File: src/rtl/eprom_seq_pkg.sv
package eprom_seq_pkg;

   typedef enum logic [4:0] {
      S_IDLE, S_MG_A9, S_MG_VPP, S_MG_CEL, S_MG_A10, S_MG_CEH, S_MG_END,
      S_B_RDSET, S_B_RDCE, S_B_RDEND, S_B_LOAD, S_B_PULSE, S_B_HOLD,
      S_RB_VCC, S_RB_RD, S_RB_END, S_DONE, S_FAIL
   } seq_st_t;

   typedef enum logic [1:0] {
      VPP_LOW  = 2'b00,
      VPP_HIGH = 2'b01,
      VPP_PROG = 2'b10
   } vpp_lvl_t;

   typedef enum logic [1:0] {
      VCC_NOM  = 2'b00,
      VCC_PROG = 2'b01,
      VCC_HI   = 2'b10,
      VCC_LO   = 2'b11
   } vcc_lvl_t;

   typedef enum logic [1:0] {
      ERR_NONE     = 2'b00,
      ERR_RETRY    = 2'b01,
      ERR_UNPROG   = 2'b10,
      ERR_READBACK = 2'b11
   } err_t;

endpackage

File: src/rtl/eprom_seq_timer.sv
module eprom_seq_timer #(
   parameter int CW = 8
) (
   input  logic          clk,
   input  logic          rst_n,
   input  logic          load,
   input  logic [CW-1:0] load_val,
   output logic          expired
);

   logic [CW-1:0] cnt;

   always_ff @(posedge clk or negedge rst_n) begin
      if (!rst_n)          cnt <= '0;
      else if (load)       cnt <= load_val;
      else if (cnt != '0)  cnt <= cnt - 1'b1;
   end

   assign expired = (cnt == '0);

   // a nonzero wait cannot finish in the cycle after it is loaded
   assert_wait_not_short_R3: assert property (@(posedge clk) disable iff (!rst_n)
      (load && load_val != '0) |=> !expired);

endmodule

File: src/rtl/eprom_seq_cmp.sv
module eprom_seq_cmp #(
   parameter int DW = 8
) (
   input  logic [DW-1:0] want,
   input  logic [DW-1:0] got,
   output logic          match,
   output logic          unprog
);

   logic [DW-1:0] stuck;

   // a wanted 1 over a cell already at 0 can never be reached by pulsing
   for (genvar i = 0; i < DW; i++) begin : g_bit
      assign stuck[i] = want[i] & ~got[i];
   end

   assign match  = (want == got);
   assign unprog = |stuck;

   // a byte that cannot be programmed never counts as a match
   always_comb begin
      assert_unprog_not_match_R7: assert (!(unprog && match));
   end

endmodule

File: src/rtl/eprom_seq_addr.sv
module eprom_seq_addr #(
   parameter int AW = 16
) (
   input  logic          clk,
   input  logic          rst_n,
   input  logic          clr,
   input  logic          inc,
   output logic [AW-1:0] addr,
   output logic          last
);

   always_ff @(posedge clk or negedge rst_n) begin
      if (!rst_n)    addr <= '0;
      else if (clr)  addr <= '0;
      else if (inc)  addr <= addr + 1'b1;
   end

   assign last = &addr;

   // an advance moves to the next address only
   assert_step_one_R5: assert property (@(posedge clk) disable iff (!rst_n)
      (inc && !clr) |=> (addr == $past(addr) + AW'(1)));

endmodule

File: src/rtl/eprom_burn_seq.sv
module eprom_burn_seq
   import eprom_seq_pkg::*;
#(
   parameter int AW         = 16,
   parameter int DW         = 8,
   parameter int T1_CYC     = 125,
   parameter int T2_CYC     = 250,
   parameter int TP_CYC     = 12500,
   parameter int TV_CYC     = 125,
   parameter int TZ_CYC     = 1,
   parameter int MAX_PULSES = 25
) (
   input  logic          clk,
   input  logic          rst_n,
   input  logic          start,
   output logic [AW-1:0] src_addr,
   input  logic [DW-1:0] src_data,
   output logic [AW-1:0] dev_addr,
   output logic [DW-1:0] dq_out,
   output logic          dq_oe,
   input  logic [DW-1:0] dq_in,
   output logic          ce_n,
   output logic [1:0]    vpp_sel,
   output logic          a9_hv,
   output logic          a10_lvl,
   output logic [1:0]    vcc_sel,
   output logic          done,
   output logic          fail,
   output logic [1:0]    fail_code,
   output logic [AW-1:0] fail_addr
);

   function automatic int imax(input int a, input int b);
      return (a > b) ? a : b;
   endfunction

   localparam int DMAX  = imax(imax(imax(T1_CYC, T2_CYC), imax(TP_CYC, TV_CYC)), TZ_CYC);
   localparam int CW    = $clog2(DMAX + 1) + 1;
   localparam int TRY_W = $clog2(MAX_PULSES + 1);

   if (T1_CYC < 1 || T2_CYC < 1 || TP_CYC < 1 || TV_CYC < 1 || TZ_CYC < 1) begin : g_bad_wait
      $error("every wait count must be at least one cycle");
   end
   if (T2_CYC < T1_CYC) begin : g_bad_order
      $error("T2_CYC must not be shorter than T1_CYC");
   end
   if (MAX_PULSES < 1 || AW < 1 || DW < 1) begin : g_bad_size
      $error("MAX_PULSES, AW and DW must be positive");
   end

   seq_st_t         st, st_nxt;
   vpp_lvl_t        vpp_q;
   vcc_lvl_t        vcc_q;
   err_t            err_q, err_v;
   logic            tmr_exp, tmr_load;
   logic [CW-1:0]   tmr_val;
   logic            a_clr, a_inc, a_last;
   logic            t_clr, t_inc, cap, mg_on, mg_off, rb_next, rb_clr, err_ld;
   logic            mg_q, rb_q;
   logic [TRY_W-1:0] tries;
   logic [DW-1:0]   rd_q;
   logic            cmp_match, cmp_unprog;
   logic [CW-1:0]   pw;

   // ---------------- wait length per state ----------------
   function automatic logic [CW-1:0] wait_of(input seq_st_t s);
      int d;
      unique case (s)
         S_MG_A9, S_MG_VPP, S_MG_CEH, S_MG_END,
         S_B_RDSET, S_B_LOAD, S_B_HOLD, S_RB_VCC: d = T2_CYC;
         S_MG_CEL, S_MG_A10:                      d = T1_CYC;
         S_B_PULSE:                               d = TP_CYC;
         S_B_RDCE, S_RB_RD:                       d = TV_CYC;
         S_B_RDEND, S_RB_END:                     d = TZ_CYC;
         default:                                 d = 1;
      endcase
      return CW'(d - 1);
   endfunction

   assign tmr_load = (st_nxt != st);
   assign tmr_val  = wait_of(st_nxt);

   eprom_seq_timer #(.CW(CW)) u_tmr (
      .clk(clk), .rst_n(rst_n), .load(tmr_load), .load_val(tmr_val), .expired(tmr_exp)
   );

   eprom_seq_addr #(.AW(AW)) u_addr (
      .clk(clk), .rst_n(rst_n), .clr(a_clr), .inc(a_inc), .addr(dev_addr), .last(a_last)
   );

   eprom_seq_cmp #(.DW(DW)) u_cmp (
      .want(src_data), .got(rd_q), .match(cmp_match), .unprog(cmp_unprog)
   );

   // ---------------- next state and strobes ----------------
   always_comb begin
      st_nxt  = st;
      a_clr   = 1'b0;
      a_inc   = 1'b0;
      t_clr   = 1'b0;
      t_inc   = 1'b0;
      cap     = 1'b0;
      mg_on   = 1'b0;
      mg_off  = 1'b0;
      rb_next = 1'b0;
      rb_clr  = 1'b0;
      err_ld  = 1'b0;
      err_v   = ERR_NONE;
      if (tmr_exp) begin
         unique case (st)
            S_IDLE, S_DONE, S_FAIL: begin
               if (start) begin
                  st_nxt = S_MG_A9;
                  a_clr  = 1'b1;
                  t_clr  = 1'b1;
                  mg_on  = 1'b1;
                  rb_clr = 1'b1;
               end
            end
            S_MG_A9:  st_nxt = S_MG_VPP;
            S_MG_VPP: st_nxt = S_MG_CEL;
            S_MG_CEL: st_nxt = S_MG_A10;
            S_MG_A10: st_nxt = S_MG_CEH;
            S_MG_CEH: st_nxt = S_MG_END;
            S_MG_END: begin
               if (mg_q) st_nxt = S_B_RDSET;
               else begin
                  st_nxt = S_RB_VCC;
                  a_clr  = 1'b1;
               end
            end
            S_B_RDSET: st_nxt = S_B_RDCE;
            S_B_RDCE: begin
               cap    = 1'b1;
               st_nxt = S_B_RDEND;
            end
            S_B_RDEND: begin
               if (cmp_match) begin
                  t_clr = 1'b1;
                  if (a_last) begin
                     mg_off = 1'b1;
                     st_nxt = S_MG_A9;
                  end else begin
                     a_inc  = 1'b1;
                     st_nxt = S_B_RDSET;
                  end
               end else if (cmp_unprog) begin
                  err_ld = 1'b1;
                  err_v  = ERR_UNPROG;
                  st_nxt = S_FAIL;
               end else if (tries == TRY_W'(MAX_PULSES)) begin
                  err_ld = 1'b1;
                  err_v  = ERR_RETRY;
                  st_nxt = S_FAIL;
               end else begin
                  st_nxt = S_B_LOAD;
               end
            end
            S_B_LOAD:  st_nxt = S_B_PULSE;
            S_B_PULSE: st_nxt = S_B_HOLD;
            S_B_HOLD: begin
               t_inc  = 1'b1;
               st_nxt = S_B_RDSET;
            end
            S_RB_VCC: st_nxt = S_RB_RD;
            S_RB_RD: begin
               cap    = 1'b1;
               st_nxt = S_RB_END;
            end
            S_RB_END: begin
               if (!cmp_match) begin
                  err_ld = 1'b1;
                  err_v  = ERR_READBACK;
                  st_nxt = S_FAIL;
               end else if (!a_last) begin
                  a_inc  = 1'b1;
                  st_nxt = S_RB_RD;
               end else if (!rb_q) begin
                  rb_next = 1'b1;
                  a_clr   = 1'b1;
                  st_nxt  = S_RB_VCC;
               end else begin
                  st_nxt = S_DONE;
               end
            end
            default: st_nxt = S_IDLE;
         endcase
      end
   end

   // ---------------- registers ----------------
   always_ff @(posedge clk or negedge rst_n) begin
      if (!rst_n) begin
         st        <= S_IDLE;
         mg_q      <= 1'b0;
         rb_q      <= 1'b0;
         tries     <= '0;
         rd_q      <= '0;
         err_q     <= ERR_NONE;
         fail_addr <= '0;
      end else begin
         st <= st_nxt;
         if (mg_on)        mg_q <= 1'b1;
         else if (mg_off)  mg_q <= 1'b0;
         if (rb_clr)       rb_q <= 1'b0;
         else if (rb_next) rb_q <= 1'b1;
         if (t_clr)        tries <= '0;
         else if (t_inc)   tries <= tries + 1'b1;
         if (cap)          rd_q <= dq_in;
         if (rb_clr)       err_q <= ERR_NONE;
         else if (err_ld) begin
            err_q     <= err_v;
            fail_addr <= dev_addr;
         end
      end
   end

   // ---------------- pin levels per state ----------------
   always_comb begin
      ce_n    = 1'b1;
      dq_oe   = 1'b0;
      a9_hv   = 1'b0;
      a10_lvl = 1'b0;
      vpp_q   = VPP_HIGH;
      vcc_q   = VCC_NOM;
      unique case (st)
         S_MG_A9:  begin a9_hv = 1'b1; vcc_q = VCC_PROG; end
         S_MG_VPP: begin a9_hv = 1'b1; vcc_q = VCC_PROG; vpp_q = VPP_PROG; end
         S_MG_CEL: begin a9_hv = 1'b1; vcc_q = VCC_PROG; vpp_q = VPP_PROG; ce_n = 1'b0; end
         S_MG_A10: begin
            a9_hv = 1'b1; vcc_q = VCC_PROG; vpp_q = VPP_PROG; ce_n = 1'b0; a10_lvl = mg_q;
         end
         S_MG_CEH: begin a9_hv = 1'b1; vcc_q = VCC_PROG; vpp_q = VPP_PROG; a10_lvl = mg_q; end
         S_MG_END: begin a9_hv = 1'b1; vcc_q = VCC_PROG; end
         S_B_RDSET: begin vcc_q = VCC_PROG; vpp_q = VPP_LOW; end
         S_B_RDCE:  begin vcc_q = VCC_PROG; vpp_q = VPP_LOW; ce_n = 1'b0; end
         S_B_RDEND: begin vcc_q = VCC_PROG; vpp_q = VPP_LOW; end
         S_B_LOAD:  begin vcc_q = VCC_PROG; vpp_q = VPP_PROG; dq_oe = 1'b1; end
         S_B_PULSE: begin vcc_q = VCC_PROG; vpp_q = VPP_PROG; dq_oe = 1'b1; ce_n = 1'b0; end
         S_B_HOLD:  begin vcc_q = VCC_PROG; vpp_q = VPP_PROG; dq_oe = 1'b1; end
         S_RB_VCC:  vcc_q = rb_q ? VCC_LO : VCC_HI;
         S_RB_RD:   begin vcc_q = rb_q ? VCC_LO : VCC_HI; vpp_q = VPP_LOW; ce_n = 1'b0; end
         S_RB_END:  vcc_q = rb_q ? VCC_LO : VCC_HI;
         default: ;
      endcase
   end

   assign vpp_sel   = vpp_q;
   assign vcc_sel   = vcc_q;
   assign src_addr  = dev_addr;
   assign dq_out    = dq_oe ? src_data : '0;
   assign done      = (st == S_DONE);
   assign fail      = (st == S_FAIL);
   assign fail_code = err_q;

   // cycles chip enable has been low, for the pulse width check
   always_ff @(posedge clk or negedge rst_n) begin
      if (!rst_n)          pw <= '0;
      else if (ce_n)       pw <= '0;
      else if (pw != '1)   pw <= pw + 1'b1;
   end

   // ---------------- assertions ----------------
   assert_read_no_drive_R11: assert property (@(posedge clk) disable iff (!rst_n)
      (vpp_sel == VPP_LOW) |-> !dq_oe);

   assert_pulse_at_vpp_R3: assert property (@(posedge clk) disable iff (!rst_n)
      (!ce_n && dq_oe) |-> (vpp_sel == VPP_PROG && !a9_hv));

   assert_pulse_width_R3: assert property (@(posedge clk) disable iff (!rst_n)
      ($rose(ce_n) && $past(dq_oe)) |-> (pw == CW'(TP_CYC)));

   assert_addr_steady_R3: assert property (@(posedge clk) disable iff (!rst_n)
      (!ce_n && $past(!ce_n)) |-> $stable(dev_addr));

   assert_a10_under_a9_R2: assert property (@(posedge clk) disable iff (!rst_n)
      a10_lvl |-> a9_hv);

   assert_vpp_at_prog_vcc_R2: assert property (@(posedge clk) disable iff (!rst_n)
      (vpp_sel == VPP_PROG) |-> (vcc_sel == VCC_PROG));

   assert_tries_capped_R6: assert property (@(posedge clk) disable iff (!rst_n)
      tries <= TRY_W'(MAX_PULSES));

   assert_fail_addr_held_R10: assert property (@(posedge clk) disable iff (!rst_n)
      (fail && $past(fail)) |-> $stable(fail_addr));

endmodule

File: config.mk
export PLATFORM = sky130hd
export DESIGN_NAME = eprom_burn_seq
export DESIGN_NICKNAME = d
export VERILOG_FILES = /design/src/rtl/eprom_seq_pkg.sv /design/src/rtl/eprom_seq_timer.sv /design/src/rtl/eprom_seq_cmp.sv /design/src/rtl/eprom_seq_addr.sv /design/src/rtl/eprom_burn_seq.sv
export SDC_FILE = /design/constraint.sdc
export NUM_CORES = 1
export LEC_CHECK = 0
export BUFFER_PORTS_ARGS = -buffer_cell sky130_fd_sc_hd__clkbuf_2
export CELL_PAD_IN_SITES_DETAIL_PLACEMENT = 0
export CELL_PAD_IN_SITES_GLOBAL_PLACEMENT = 1
export CORE_UTILIZATION = 43
export CTS_CLUSTER_DIAMETER = 150
export CTS_CLUSTER_SIZE = 30
export DETAILED_ROUTE_END_ITERATION = 8
export PLACE_DENSITY_LB_ADDON = 0.1
export SETUP_SLACK_MARGIN = 0.02
export SLEW_MARGIN = 20
export SYNTH_ARGS = -nofsm -noshare
export SYNTH_HDL_FRONTEND = slang
export SYNTH_SLANG_ARGS = --single-unit
export TNS_END_PERCENT = 100
File: constraint.sdc
create_clock -name clk -period 4.6 [get_ports clk]
set_clock_uncertainty 0.15 [all_clocks]
set_input_delay 0.69 -clock clk [delete_from_list [all_inputs] [get_ports clk]]
set_output_delay 0.69 -clock clk [all_outputs]
set_load 0.005 [all_outputs]
---- Word level (Yosys, flattened, before mapping) ----
Memories as Yosys holds them, arrays and structs flattened.
Cells that the tools add are included.
storage, ports and cells
  output and inout bits ................... 68
  register bits after elaboration ......... 69
  ROM bits ................................ 160
  memories kept ........................... 1
  input bits .............................. 19
  logic and storage cells ................. 144
operators by class
  $add $sub $neg .......................... 4
  mux-type cells .......................... 70
  reductions and logical operators ........ 23
  bitwise operators ....................... 17
  equal/unequal tests ..................... 20
memory list
  memory            words  width  read ports  clocked after Yosys merged registers in  wr ports  RTL line              RTL
  (name not given)  16     10     1           0                                        0         eprom_burn_seq.sv:68  unique case (s)
operators with widths
  cell                                                                  count
  5-bit one-hot mux with 16 select lines                                1
  5-bit 2-to-1 mux                                                      10
  15-bit 2-to-1 mux                                                     3
  5-bit by 4-bit == test with 1-bit output, second input constant       8
  1-bit 2-to-1 mux                                                      39
  16-bit 2-to-1 mux                                                     2
  5-bit by 3-bit == test with 1-bit output, second input constant       4
  16-bit by 1-bit adder with 16-bit output, second input constant       1
  16-bit AND reduction                                                  1
  5-bit == test, second input constant                                  3
  15-bit zero test                                                      1
  15-bit nonzero test                                                   1
  15-bit by 1-bit subtractor with 15-bit output, second input constant  1
  15-bit by 2-bit subtractor with 15-bit output, second input constant  1
  2-bit 2-to-1 mux                                                      6
  2-bit one-hot mux with 2 select lines                                 3
  2-bit nonzero test                                                    6
  12-bit OR reduction                                                   1
  5-bit by 2-bit == test with 1-bit output, second input constant       2
  1-bit inverter                                                        9
  3-bit OR reduction                                                    3
  1-bit AND                                                             8
  8-bit == test                                                         1
  8-bit 2-to-1 mux                                                      1
  other kinds (15)                                                      18

---- Depth between registers and ports, before layout ----
An unclocked memory read counts as a cell.
  word-level depth ........................ 11
  gate-level depth with buffers ........... 19
  mapped depth without buffers ............ 18

---- By module ----
From an unflattened synthesis, not the netlist that was laid out.
unflattened totals
  cell total of the unflattened synthesis .. 518
  area, all modules ....................... 4842.1 sq um
modules (own cells, without submodules)
  module           sequential area each (sq um)  instances  cells each  area each (sq um)
  eprom_burn_seq   950.9                         1          321         2985.4
  eprom_seq_timer  375.4                         1          90          877.1
  eprom_seq_addr   400.4                         1          85          817.0
  eprom_seq_cmp    0.0                           1          22          162.7

---- Worst setup path before layout ----
Ideal clock, no wire load.
  path type ............................... input to register
  from .................................... in src_data[5]
  to ...................................... reg u_tmr.cnt[12]
  stages .................................. 14
  library setup time ...................... 0.069 ns
  path slack .............................. 0.312 ns
  arrival time ............................ 4.069 ns
  cells stage by stage .................... ha_1 -> or4_1 -> o311ai_2 -> o2111ai_4 -> a22oi_4 -> ha_1 -> nor3_1 -> o21a_1 -> a311o_1 -> ha_1 -> o31a_2 -> nand2b_2 -> or4b_1 -> nand3_1
on the way
  word-level cells in the longest chain between the ends .. 10
  elaborated cells between the ends (all ways) .. 14
  those cells by class .................... add/sub: 1; eq/ne: 2; mux: 7; bitwise: 1; reduce/logical: 2; memory: 1
ends and longest elaborated chain
  item                                           RTL line               RTL
  start: declaration                             eprom_burn_seq.sv:17   input logic [DW-1:0] src_data,
  1-bit AND                                      eprom_seq_cmp.sv:14    assign stuck[i] = want[i] & ~got[i];
  8-bit OR reduction                             eprom_seq_cmp.sv:18    assign unprog = |stuck;
  5-bit 2-to-1 mux                               eprom_burn_seq.sv:147  end else if (cmp_unprog) begin
  5-bit 2-to-1 mux                               eprom_burn_seq.sv:138  if (cmp_match) begin
  5-bit one-hot mux with 16 select lines *       eprom_burn_seq.sv:110  unique case (st)
  5-bit 2-to-1 mux *                             eprom_burn_seq.sv:109  if (tmr_exp) begin
  memory read 16 x 10 bit                        -
  15-bit 2-to-1 mux                              eprom_burn_seq.sv:68
  15-bit by 2-bit subtractor with 15-bit output  eprom_burn_seq.sv:77   return CW'(d - 1);
  15-bit 2-to-1 mux                              eprom_seq_timer.sv:15  else if (load) cnt <= load_val;
  end signal: assignment                         eprom_seq_timer.sv:15
  end signal: assignment                         eprom_seq_timer.sv:16  else if (cnt != '0) cnt <= cnt - 1'b1;
  end: declaration                               eprom_seq_timer.sv:11  logic [CW-1:0] cnt;
Every way passes the cells marked *; elsewhere a longest branch is shown, timed or not.
A chain may end at the register's enable or synchronous reset.

---- Final worst setup path ----
  from .................................... reg u_addr.addr[1]
  to ...................................... reg u_tmr.cnt[12]
on the way
  word-level cells in the longest chain between the ends .. 9
  elaborated cells between the ends (all ways) .. 13
  those cells by class .................... add/sub: 1; eq/ne: 1; mux: 8; reduce/logical: 2; memory: 1
ends and longest elaborated chain
  item                                                  RTL line                                      RTL
  start: declaration                                    eprom_seq_addr.sv:8                           output logic [AW-1:0] addr,
  start signal: assignment                              eprom_seq_addr.sv:15                          else if (inc) addr <= addr + 1'b1;
  16-bit AND reduction *                                eprom_seq_addr.sv:18                          assign last = &addr;
  5-bit 2-to-1 mux or 3-bit 2-to-1 mux (tied branches)  eprom_burn_seq.sv:175, eprom_burn_seq.sv:140
  5-bit 2-to-1 mux (on tied branches)                   eprom_burn_seq.sv:171, eprom_burn_seq.sv:138
  5-bit one-hot mux with 16 select lines *              eprom_burn_seq.sv:110
  5-bit 2-to-1 mux *                                    eprom_burn_seq.sv:109
  memory read 16 x 10 bit                               -
  15-bit 2-to-1 mux                                     eprom_burn_seq.sv:68
  15-bit by 2-bit subtractor with 15-bit output         eprom_burn_seq.sv:77
  15-bit 2-to-1 mux                                     eprom_seq_timer.sv:15
Marked as above.

==> summary.txt <==
Status
  • Status: complete, no violations

Logic synthesis
  • Post-synthesis register bit count: 69
  • Cells after Synth: 507
  • Mapped Nets: 546
  • Dominant cell type by area after synthesis: dfrtp_1
  • Commonest cells post-synth: dfrtp_1, nor2_1, nand2_1
  • Yosys cell types: 75
  • Top_reg_cell synth: dfrtp_1
  • Sequential area share after synthesis: 37.1%
  • Post-Syn Area: 4650 um2
  • Synth top area cells: dfrtp_1, mux2_2, ha_1
  • Top cell type's share of synthesized area: 37.1%
  • Most common cell in the netlist: dfrtp_1
  • Syn avg cell area: 9.17 um2
  • Async S/R FF share, synth: 100%
  • Synthesis Warnings: 0
  • Post-synth EDFFs: 0

Place
  • PortBufs: 86
  • Placement Cell Area: 5200 um2
  • RD Place Congestion: 0.875
  • DP Wirelength: 8660 um

Global routing
  • Vias in the first global route: 3838
  • Aggregate global-route resource usage: 22.0%
  • First-pass GRT wire length: 19400 um
  • Grt ovf: 0
  • Largest net degree at the start of global routing: 42
  • Antenna violations before repair: 0

Critical path
  • Worst r2r path cells: 17
  • Startpoint Class: flip-flop
  • Max FO, Critical Path: 6
  • CP Cell Sequence: ha_1, nand4_2, or4_4, o21a_1, o2111ai_4, a22oi_4, buf_4, ha_1, inv_1, nand3_1, o31ai_1, a31o_2, nor4b_4, o31a_2, nand2b_2, or4b_1, nand3_1
  • WP data required: 4.74 ns
  • Crit path DAT: 4.37 ns
  • Slowest cell on crit path: or4_4
  • Crit path depth: 17
  • Crit path max-delay family: simple AND/OR/NAND/NOR gates
  • Max incr delay on CP: 0.57 ns
  • Crit end category: flip-flop
  • Worst path bufs/invs: 2
  • Kind of critical path: flip-flop to flip-flop
  • Worst reg-to-reg setup slack: 0.37 ns

Final layout
  • Number of nets in the layout: 628
  • Share of layout cells above drive strength 1: 29.3%
  • Fillers: 1003
  • Design area: 5370 um2
  • Area growth from synthesis to layout: 15.5%
  • N_diodes: 0

Die
  • Die height: 106 um
  • DIE WIDTH: 106 um
  • Die area: 11200 um2
  • Core area: 10400 um2
  • Starting density of the core: 44.6%
  • Ports: 87
  • # rows: 37

Routing
  • Routed len/inst: 15.7 um
  • Vias per inst: 5.48
  • ANT nets after route: 0
  • Drt total wl: 11500 um
  • Drt drc: 0
  • Drt pass-1 iters: 5
  • DR vias: 3998
  • Violation count after the first detailed-routing iteration: 223

Clocking
  • Worst skew pair latency: 0.35 ns
  • Htree depth: 3
  • Post-CTS setup buffers: 0
  • Root buffer cell: clkbuf_8
  • # hold bufs at CTS: 0
  • Sink Count: 69
  • TritonCTS clock tree: yes
  • Clock buffer depth: 2
  • CTS Buf Count: 9
  • Clock Pin Slew Worst Setup and Hold Paths: 0.08 ns

Timing
  • Fin crit period: 4.23 ns
  • Fmax: 0.237 GHz
  • WHS: 0.319 ns
  • Worst-Margin Slew: 0.962 ns
  • Period utilization: 91.9%
  • Final hold violation count: 0
  • Max-slew violations: 0
  • RSZ-0062 raised after global routing: false
  • TNS Setup: 0 ns
  • Endpoints failing setup: 0
  • Rel. slew slack: 35.8%

Power
  • Maximum vdd drop: 0.000127 V
  • PwrDens: 202 nW/um2
  • Leakage: 2.52 nW
  • Total power: 0.00108 W

Worst hold path
  • Tightest Hold Check Type: input port to async pin

Flow run
  • # Max-Cap Violations: 0
per-stage QoR:
| step | util [%] | cells | setup slack, ns |
|---|---|---|---|
| after global placement | 49.9 | 714 | 0.133 |
| after CTS | 51.5 | 729 | 0.221 |
| after global routing | 51.6 | 729 | 0.0496 |
| after detailed placement | 49.9 | 714 | 0.0562 |
| final | 51.6 | 729 | 0.373 |
| after floorplan | - | 507 | 0.312 |
cell type report:
cell class	instances	area (um2)	area share, %
multi-input cells	378	2630	48.9
flip-flops and latches	69	1730	32.2
repair buffers	108	596	11.1
well taps	136	170	3.17
clock buffers	10	128	2.38
inverters	23	86.3	1.61
clock inverters	5	36.3	0.676
placed cells by master (no fill, tap or decap), types with 13 or more instances in the layout:
cell	synthesis	routed
nand2_1	38	38
nand3_1	22	22
ha_1	20	20
inv_1	20	20
clkbuf_2	0	85
or3_1	13	13
buf_4	18	22
a21oi_1	16	16
o21ai_0	17	17
xor2_1	15	15
xnor2_1	19	19
nor2_1	53	53
mux2_2	23	23
dfrtp_1	69	68
nor3_1	22	22
report_power, final:
part | switching [W] | total (W) | leakage (nW) | internal [W]
registers | 0.00000169 | 0.000611 | 0.845 | 0.000610
clock network | 0.000244 | 0.000438 | 0.0748 | 0.000193
logic | 0.0000223 | 0.0000357 | 1.60 | 0.0000134
total | 0.000268 | 0.00108 | 2.52 | 0.000816
logic make-up (layout without fill, tap and decap cells):
family	Yosys count	count (layout)	synth area share, %
XOR/XNOR	34	34	6.41
flip-flops	69	69	37.1
AND/OR/NAND/NOR	216	216	25.3
multiplexers	27	27	6.43
AO/OA/AOI/OAI	81	81	12.9
buffers and inverters	60	146	6.46
adder cells (fa/ha/maj)	20	20	5.38
worst register-to-register path: cells and delay by family (launching register included):
family                   cells  cell delay, ns
AND/OR/NAND/NOR              7            1.67
AO/OA/AOI/OAI                6            1.19
adder cells (fa/ha/maj)      2            0.45
flip-flops                   1            0.43
buffers and inverters        2            0.26
flip-flops by register name, summed over array words and instances (netlist names):
name	cells
u_tmr.cnt	15
st	5
mg_q	1
rb_q	1
u_addr.addr	16
rd_q	8
fail_code	2
tries	5
fail_addr	16
metal layers:
metal | global-route usage (%) | vias up | share of wire, %
met4 | 7.84 | 0 | 1.8
met1 | 32.3 | 1903 | 49
li1 | - | 1947 | -
met3 | 3.56 | 18 | 5.1
met2 | 32.5 | 130 | 44
met5 | 0 | - | 0
worst paths after layout:
path	startpoint	endpoint
setup / recovery	u_addr.addr[1]	u_tmr.cnt[12]
setup reg to reg	u_addr.addr[1]	u_tmr.cnt[12]
max in group asynchronous	rst_n	u_addr.addr[0]
hold / removal	rst_n	fail_addr[6]
min in group clk	fail_addr[13]	fail_addr[13]
hold reg to reg	fail_addr[13]	fail_addr[13]
repair_timing:
item / 4_1_cts / 5_1_grt
endpoints found under the hold margin: 0 / 0
setup endpoints to repair: 0 / 2
gates resized for setup: 0 / 2
Note: power is estimated with default switching activity, not from simulation.
